--- src/rtl/dma_pkg.sv ---
package dma_pkg;
  localparam int PTR_W = 24;
  localparam int OFS_W = 14;

  typedef enum logic [3:0] {
    S_IDLE, S_REQ, S_SEG, S_SEGW, S_RD, S_RDW, S_DEC, S_RST, S_RSTW, S_REL
  } seq_state_t;

  typedef enum logic [2:0] {
    C_IDLE, C_T1, C_T2, C_TW, C_T3
  } cyc_state_t;
endpackage

--- src/rtl/dma_ptr_regs.sv ---
module dma_ptr_regs
  import dma_pkg::*;
#(
  parameter int SEG_BITS = 6
) (
  input  logic             clk,
  input  logic             rst_n,
  input  logic             cpu_we,
  input  logic [1:0]       cpu_addr,
  input  logic [7:0]       cpu_wdata,
  input  logic             busy,
  input  logic             inc,
  output logic [OFS_W-1:0] ofs,
  output logic [7:0]       seg,
  output logic             en
);
  logic [PTR_W-1:0] ptr_q;

  always_ff @(posedge clk or negedge rst_n) begin
    if (!rst_n) begin
      ptr_q <= '0;
      en    <= 1'b0;
    end else begin
      if (inc) begin
        ptr_q <= ptr_q + 1'b1;
      end else if (cpu_we && !busy && cpu_addr != 2'd3) begin
        ptr_q[cpu_addr*8 +: 8] <= cpu_wdata;
      end
      if (cpu_we && cpu_addr == 2'd3) begin
        en <= cpu_wdata[0];
      end
    end
  end

  // Segment field zero-extended; pointer bits above it never reach the mapper.
  always_comb begin
    seg = '0;
    seg[SEG_BITS-1:0] = ptr_q[OFS_W +: SEG_BITS];
  end

  assign ofs = ptr_q[OFS_W-1:0];
endmodule

--- src/rtl/dma_map_snoop.sv ---
module dma_map_snoop #(
  parameter logic [7:0] PORT      = 8'hFE,
  parameter logic [7:0] RESET_VAL = 8'h02
) (
  input  logic       clk,
  input  logic       rst_n,
  input  logic       snoop_we,
  input  logic [7:0] snoop_port,
  input  logic [7:0] snoop_data,
  output logic [7:0] restore_val
);
  always_ff @(posedge clk or negedge rst_n) begin
    if (!rst_n) begin
      restore_val <= RESET_VAL;
    end else if (snoop_we && snoop_port == PORT) begin
      restore_val <= snoop_data;
    end
  end
endmodule

--- src/rtl/dma_bus_cycle.sv ---
module dma_bus_cycle
  import dma_pkg::*;
(
  input  logic        clk,
  input  logic        rst_n,
  input  logic        start,
  input  logic        is_io,
  input  logic [15:0] addr,
  input  logic [7:0]  wdata,
  input  logic        wait_n,
  input  logic [7:0]  bus_din,
  output logic [15:0] bus_addr,
  output logic [7:0]  bus_dout,
  output logic        mreq_n,
  output logic        iorq_n,
  output logic        rd_n,
  output logic        wr_n,
  output logic        done,
  output logic        beat_valid,
  output logic [7:0]  beat_data
);
  cyc_state_t st;
  logic        io_q;
  logic [15:0] addr_q;
  logic [7:0]  data_q;

  always_ff @(posedge clk or negedge rst_n) begin
    if (!rst_n) begin
      st     <= C_IDLE;
      io_q   <= 1'b0;
      addr_q <= '0;
      data_q <= '0;
    end else begin
      unique case (st)
        C_IDLE: if (start) begin
          st     <= C_T1;
          io_q   <= is_io;
          addr_q <= addr;
          data_q <= wdata;
        end
        C_T1:   st <= C_T2;
        C_T2: begin
          if (io_q)        st <= C_TW;
          else if (wait_n) st <= C_T3;
        end
        C_TW:   if (wait_n) st <= C_T3;
        C_T3:   st <= C_IDLE;
        default: st <= C_IDLE;
      endcase
    end
  end

  logic active, io_strobe, mem_strobe;
  assign active     = (st != C_IDLE);
  assign mem_strobe = active && !io_q;
  assign io_strobe  = io_q && (st == C_T2 || st == C_TW || st == C_T3);

  assign mreq_n     = !mem_strobe;
  assign rd_n       = !mem_strobe;
  assign iorq_n     = !io_strobe;
  assign wr_n       = !io_strobe;
  assign bus_addr   = active ? addr_q : 16'h0000;
  assign bus_dout   = (active && io_q) ? data_q : 8'h00;
  assign done       = (st == C_T3);
  assign beat_valid = (st == C_T3) && !io_q;
  assign beat_data  = bus_din;
endmodule

--- src/rtl/dma_sequencer.sv ---
module dma_sequencer
  import dma_pkg::*;
#(
  parameter logic [1:0] PAGE = 2'd2
) (
  input  logic             clk,
  input  logic             rst_n,
  input  logic             en,
  input  logic             dev_ready,
  input  logic             busack_n,
  input  logic [OFS_W-1:0] ofs,
  input  logic [7:0]       seg,
  input  logic [7:0]       restore_val,
  input  logic             cyc_done,
  output logic             busreq_n,
  output logic             busy,
  output logic             inc,
  output logic             cyc_start,
  output logic             cyc_io,
  output logic [15:0]      cyc_addr,
  output logic [7:0]       cyc_wdata
);
  localparam logic [7:0] MAP_PORT = {6'b111111, PAGE};

  seq_state_t st;
  logic       carry_q;

  always_ff @(posedge clk or negedge rst_n) begin
    if (!rst_n) begin
      st      <= S_IDLE;
      carry_q <= 1'b0;
    end else begin
      unique case (st)
        S_IDLE: if (en && dev_ready) st <= S_REQ;
        S_REQ:  if (!busack_n)       st <= S_SEG;
        S_SEG:  st <= S_SEGW;
        S_SEGW: if (cyc_done)        st <= S_RD;
        S_RD:   st <= S_RDW;
        S_RDW: if (cyc_done) begin
          carry_q <= &ofs;
          st      <= S_DEC;
        end
        S_DEC: begin
          if (en && dev_ready) st <= carry_q ? S_SEG : S_RD;
          else                 st <= S_RST;
        end
        S_RST:  st <= S_RSTW;
        S_RSTW: if (cyc_done)        st <= S_REL;
        S_REL:  if (busack_n)        st <= S_IDLE;
        default: st <= S_IDLE;
      endcase
    end
  end

  assign busreq_n  = (st == S_IDLE) || (st == S_REL);
  assign busy      = (st != S_IDLE);
  assign inc       = (st == S_RDW) && cyc_done;
  assign cyc_start = (st == S_SEG) || (st == S_RD) || (st == S_RST);
  assign cyc_io    = (st != S_RD);
  assign cyc_addr  = (st == S_RD) ? {PAGE, ofs} : {8'h00, MAP_PORT};
  assign cyc_wdata = (st == S_RST) ? restore_val : seg;
endmodule

--- src/rtl/dma_mapper_master.sv ---
module dma_mapper_master
  import dma_pkg::*;
#(
  parameter logic [1:0] PAGE        = 2'd2,
  parameter int         SEG_BITS    = 6,
  parameter logic [7:0] SNOOP_RESET = 8'h02
) (
  input  logic        clk,
  input  logic        rst_n,
  input  logic        cpu_we,
  input  logic [1:0]  cpu_addr,
  input  logic [7:0]  cpu_wdata,
  output logic [7:0]  cpu_rdata,
  input  logic        snoop_we,
  input  logic [7:0]  snoop_port,
  input  logic [7:0]  snoop_data,
  output logic        busreq_n,
  input  logic        busack_n,
  input  logic        wait_n,
  output logic        mreq_n,
  output logic        iorq_n,
  output logic        rd_n,
  output logic        wr_n,
  output logic [15:0] bus_addr,
  output logic [7:0]  bus_dout,
  input  logic [7:0]  bus_din,
  input  logic        dev_ready,
  output logic        dev_valid,
  output logic [7:0]  dev_data
);
  localparam logic [7:0] MAP_PORT = {6'b111111, PAGE};

  logic             busy, inc, en;
  logic [OFS_W-1:0] ofs;
  logic [7:0]       seg, restore_val;
  logic             cyc_start, cyc_io, cyc_done;
  logic [15:0]      cyc_addr;
  logic [7:0]       cyc_wdata;

  dma_ptr_regs #(.SEG_BITS(SEG_BITS)) u_regs (
    .clk(clk), .rst_n(rst_n), .cpu_we(cpu_we), .cpu_addr(cpu_addr),
    .cpu_wdata(cpu_wdata), .busy(busy), .inc(inc), .ofs(ofs), .seg(seg), .en(en)
  );

  dma_map_snoop #(.PORT(MAP_PORT), .RESET_VAL(SNOOP_RESET)) u_snoop (
    .clk(clk), .rst_n(rst_n), .snoop_we(snoop_we), .snoop_port(snoop_port),
    .snoop_data(snoop_data), .restore_val(restore_val)
  );

  dma_sequencer #(.PAGE(PAGE)) u_seq (
    .clk(clk), .rst_n(rst_n), .en(en), .dev_ready(dev_ready), .busack_n(busack_n),
    .ofs(ofs), .seg(seg), .restore_val(restore_val), .cyc_done(cyc_done),
    .busreq_n(busreq_n), .busy(busy), .inc(inc), .cyc_start(cyc_start),
    .cyc_io(cyc_io), .cyc_addr(cyc_addr), .cyc_wdata(cyc_wdata)
  );

  dma_bus_cycle u_cyc (
    .clk(clk), .rst_n(rst_n), .start(cyc_start), .is_io(cyc_io), .addr(cyc_addr),
    .wdata(cyc_wdata), .wait_n(wait_n), .bus_din(bus_din), .bus_addr(bus_addr),
    .bus_dout(bus_dout), .mreq_n(mreq_n), .iorq_n(iorq_n), .rd_n(rd_n), .wr_n(wr_n),
    .done(cyc_done), .beat_valid(dev_valid), .beat_data(dev_data)
  );

  assign cpu_rdata = {6'b000000, busy, en};
endmodule

--- config.mk ---
export PLATFORM = sky130hd
export DESIGN_NAME = dma_mapper_master
export DESIGN_NICKNAME = d
export VERILOG_FILES = /design/src/rtl/dma_pkg.sv /design/src/rtl/dma_ptr_regs.sv /design/src/rtl/dma_map_snoop.sv /design/src/rtl/dma_bus_cycle.sv /design/src/rtl/dma_sequencer.sv /design/src/rtl/dma_mapper_master.sv
export SDC_FILE = /design/constraint.sdc
export NUM_CORES = 1
export LEC_CHECK = 0
export CORE_MARGIN = 2
export CORE_UTILIZATION = 50
export DETAILED_ROUTE_END_ITERATION = 10
export PLACE_DENSITY = 0.91
export SLEW_MARGIN = 30
export SYNTH_ARGS = -nofsm -noshare
export SYNTH_HDL_FRONTEND = slang
export SYNTH_SLANG_ARGS = --single-unit
--- constraint.sdc ---
create_clock -name clk -period 4.2 [get_ports clk]
set_input_delay 0.84 -clock clk [delete_from_list [all_inputs] [get_ports clk]]
set_output_delay 0.84 -clock clk [all_outputs]
set_load 0.01 [all_outputs]
==> results.tsv <==
stage	metric	value	unit
setup_path	cp.arrival	2.32	ns
clock_network	cts_hold_buf	0	
synthesis	syn_area	3660	sq um
synthesis	ys_ff_latch	61	
power_and_ir_drop	combPwrFrac	0.404	
synthesis	synth_most_common_cell	dfrtp_1	
layout	post-route-cell-area	4400	sq um
sta	rsz0062_at_grt	no	
place	io_buffer_count	63	
global_routing	antenna_found_initial	0	
synthesis	synth_area_per_cell	9.99	sq um
flow_run	drv_cap	0	
min_path	min_path_cells	1	
clock_network	cts_tree	built	
sta	hold_viol	0	
drt	vias	3089	
layout	area_delta_synth_final	20.1	%
global_routing	overflow	0	
clock_network	post_cts_buffers	0	
drt	ant_nets	0	
power_and_ir_drop	p_seq_frac	0.400	
synthesis	synth_seq_area_share	0.417	
setup_path	cpPeakStageDelay	0.70	ns
sta	fin_tns_setup	0	ns
power_and_ir_drop	total_power	2.72	mW
sta	fin_crit_sh	0.751	
power_and_ir_drop	p_sw_frac	0.377	
clock_network	cts-root-buf	clkbuf_8	
setup_path	path_class	reg -> out	
setup_path	critPathMaxFanout	27	
clock_network	clock_path_buffers	2	
sta	slew_headroom	0.481	
floorplanning	dieArea	8030	sq um
sta	max_freq	317	MHz
sta	fin_crit	3.16	ns
synthesis	yosysUniqueCellTypes	62	
synthesis	synth_largest_area_cell	dfrtp_1	
place	dp_hpwl	6510	microns
synthesis	synthTopCellsByCount	dfrtp_1, nand2_1, buf_4	
place	placedCellCount	497	
sta	drv_slew	0	
global_routing	grt_max_degree	49	
setup_path	crit_family	simple AND/OR/NAND/NOR gates	
power_and_ir_drop	p_clk_frac	0.196	
global_routing	grt_first_pass_wirelength	14200	microns
synthesis	synth_top_area_share	0.410	
clock_network	cts_buffers	9	
sta	holdWs	0.471	ns
run_status	status	finished, final reports clean	
power_and_ir_drop	power_density	617	nW/um^2
sta	clock_skew	0.00668	ns
drt	drc	0	
synthesis	ys_top_cells_by_area	dfrtp_1, mux2_2, buf_4, and2_1, nand2_1	
synthesis	synthFlopType	dfrtp_1	
sta	setup_viol	0	
floorplanning	num_io_pins	87	
clock_network	ctsHtreeMaxLevel	3	
drt	via_per_inst	6.02	
synthesis	syn_inst	367	
layout	final_cells	513	
setup_path	crit_path_end_kind	output pin	
drt	drt_iter0_drc	259	
drt	drt_wl_total	8960	microns
floorplanning	die_h	89.6	microns
floorplanning	num_rows	31	
clock_network	clkLatencyLatePin	0.34	ns
floorplanning	start_util	0.511	
synthesis	synth_edf_count	0	
global_routing	grt_use_total	0.229	
layout	nets	456	
setup_path	crit_chain	or3_1 -> and3_1 -> clkdlybuf4s50_1	
sta	worst_pin_slew	0.779	ns
setup_path	cp_num_buf_inv	1	
layout	n_fill_cell	592	
synthesis	ys.warnings.count	0	
place	globalplace.congestion	0.972	
setup_path	cp.required	3.36	ns
global_routing	grt_pass1_vias	2950	
clock_network	clk_pin_slew_worst_paths	0.07	ns
setup_path	critPathLaunchType	flip-flop	
drt	firstDrtPassIters	4	
layout	drive_above_1_share	0.104	
power_and_ir_drop	p_leak	1.86	nW
power_and_ir_drop	power.internal	1.69	mW
power_and_ir_drop	power.switching	1.02	mW
power_and_ir_drop	max-vdd-ir-drop	0.369	mV
clock_network	ctsResizeCount	0	
setup_path	crit_slowest_cell	or3_1	
floorplanning	core	7180	sq um
drt	wl_per_cell	17.5	microns
synthesis	synth-async-reset-ratio	1.00	
clock_network	cts.sinks	61	
setup_path	cp.depth	3	
setup_path	r2r_cells	3	
layout	diodes	0	
floorplanning	die_x	89.6	microns
min_path	min_path_type	reg -> reg	
place	placed_area	4200	sq um
cells in the final DEF, fill, tap and decap left out, types with 4 or more instances in the layout:
master,instances
buf_4,4
o31ai_1,4
or3_1,5
nor3_1,7
clkbuf_8,10
o21ai_0,4
inv_1,8
nand3_1,21
mux2_1,7
and3_1,16
a211oi_1,6
or4_1,6
nor2_1,7
a311oi_1,4
a22o_1,9
mux2_2,15
a21oi_1,8
and2_1,19
dfrtp_1,60
mux2i_1,5
and4_1,4
ha_1,6
nand2_1,30
clkdlybuf4s50_1,62
o211ai_1,6
o22a_1,7
nand4_1,12
conb_1,7
power groups by stage:
stage	Clock [mW]	Combinational (mW)	Sequential, mW
5_1_grt	0.564	1.21	1.12
3_5_place_dp	0	1.10	1.09
6_report	0.533	1.10	1.09
3_3_place_gp	0	1.06	1.07
4_1_cts	0.538	1.11	1.08
2_1_floorplan	0	0.796	0.938
metrics by stage:
step,utilization,setup WS [ns]
6_report,0.613,1.04
5_1_grt,0.613,0.926
3_5_place_dp,0.585,1.30
2_1_floorplan,-,2.09
4_1_cts,0.613,1.02
3_3_place_gp,0.585,1.41
final cells by class:
type / count / area [sq um] / share of cell area
clock buffer: 11 / 141 / 0.0321
clock inverter: 5 / 60.1 / 0.0136
timing repair buffer: 66 / 651 / 0.148
sequential: 61 / 1530 / 0.347
inverter: 8 / 30.0 / 0.00682
tap: 99 / 124 / 0.0281
multi-input combinational: 263 / 1870 / 0.424
cells by family (layout without fill, tap and decap cells):
kind of cell,Yosys count,after routing,synth area share
xor gates and xnor gates,4,4,0.00956
adders and majority gates,6,6,0.0205
other,1,7,0.00102
DFF,61,61,0.417
muxes,27,27,0.0813
AOI/OAI and AO/OA,62,62,0.127
buffers and inverters,49,90,0.0795
and+or+nand+nor,157,157,0.264
per-layer routing:
layer	global-route usage	vias up	wire length, microns
met1	0.291	1508	3680
met5	0	-	0
met2	0.386	133	4420
li1	-	1424	-
met3	0.0503	24	694
met4	0.0841	0	170
final timing paths:
check                                                  start                           end  slack, ns
worst min-delay path            u_cyc.addr_q[15]$_DFFE_PN0P_  u_cyc.addr_q[15]$_DFFE_PN0P_       0.47
max in group asynchronous                              rst_n  u_cyc.addr_q[11]$_DFFE_PN0P_       3.06
min in group asynchronous                              rst_n       u_seq.st[0]$_DFFE_PN0P_       0.50
worst min register to register  u_cyc.addr_q[15]$_DFFE_PN0P_  u_cyc.addr_q[15]$_DFFE_PN0P_       0.47
worst max-delay path                 u_cyc.st[1]$_DFFE_PN0P_                   bus_dout[4]       1.04
worst max register to register       u_cyc.st[1]$_DFFE_PN0P_   u_cyc.data_q[3]$_DFFE_PN0P_       1.84
sequential cells by signal, summed over array words and instances (netlist names):
register             cells
u_cyc.addr_q            15
u_cyc.data_q             8
u_cyc.io_q               1
u_cyc.st                 3
u_regs.en                1
u_regs.ptr_q            20
u_seq.carry_q            1
u_seq.st                 4
u_snoop.restore_val      8
Power figures use the tool's default switching activity.
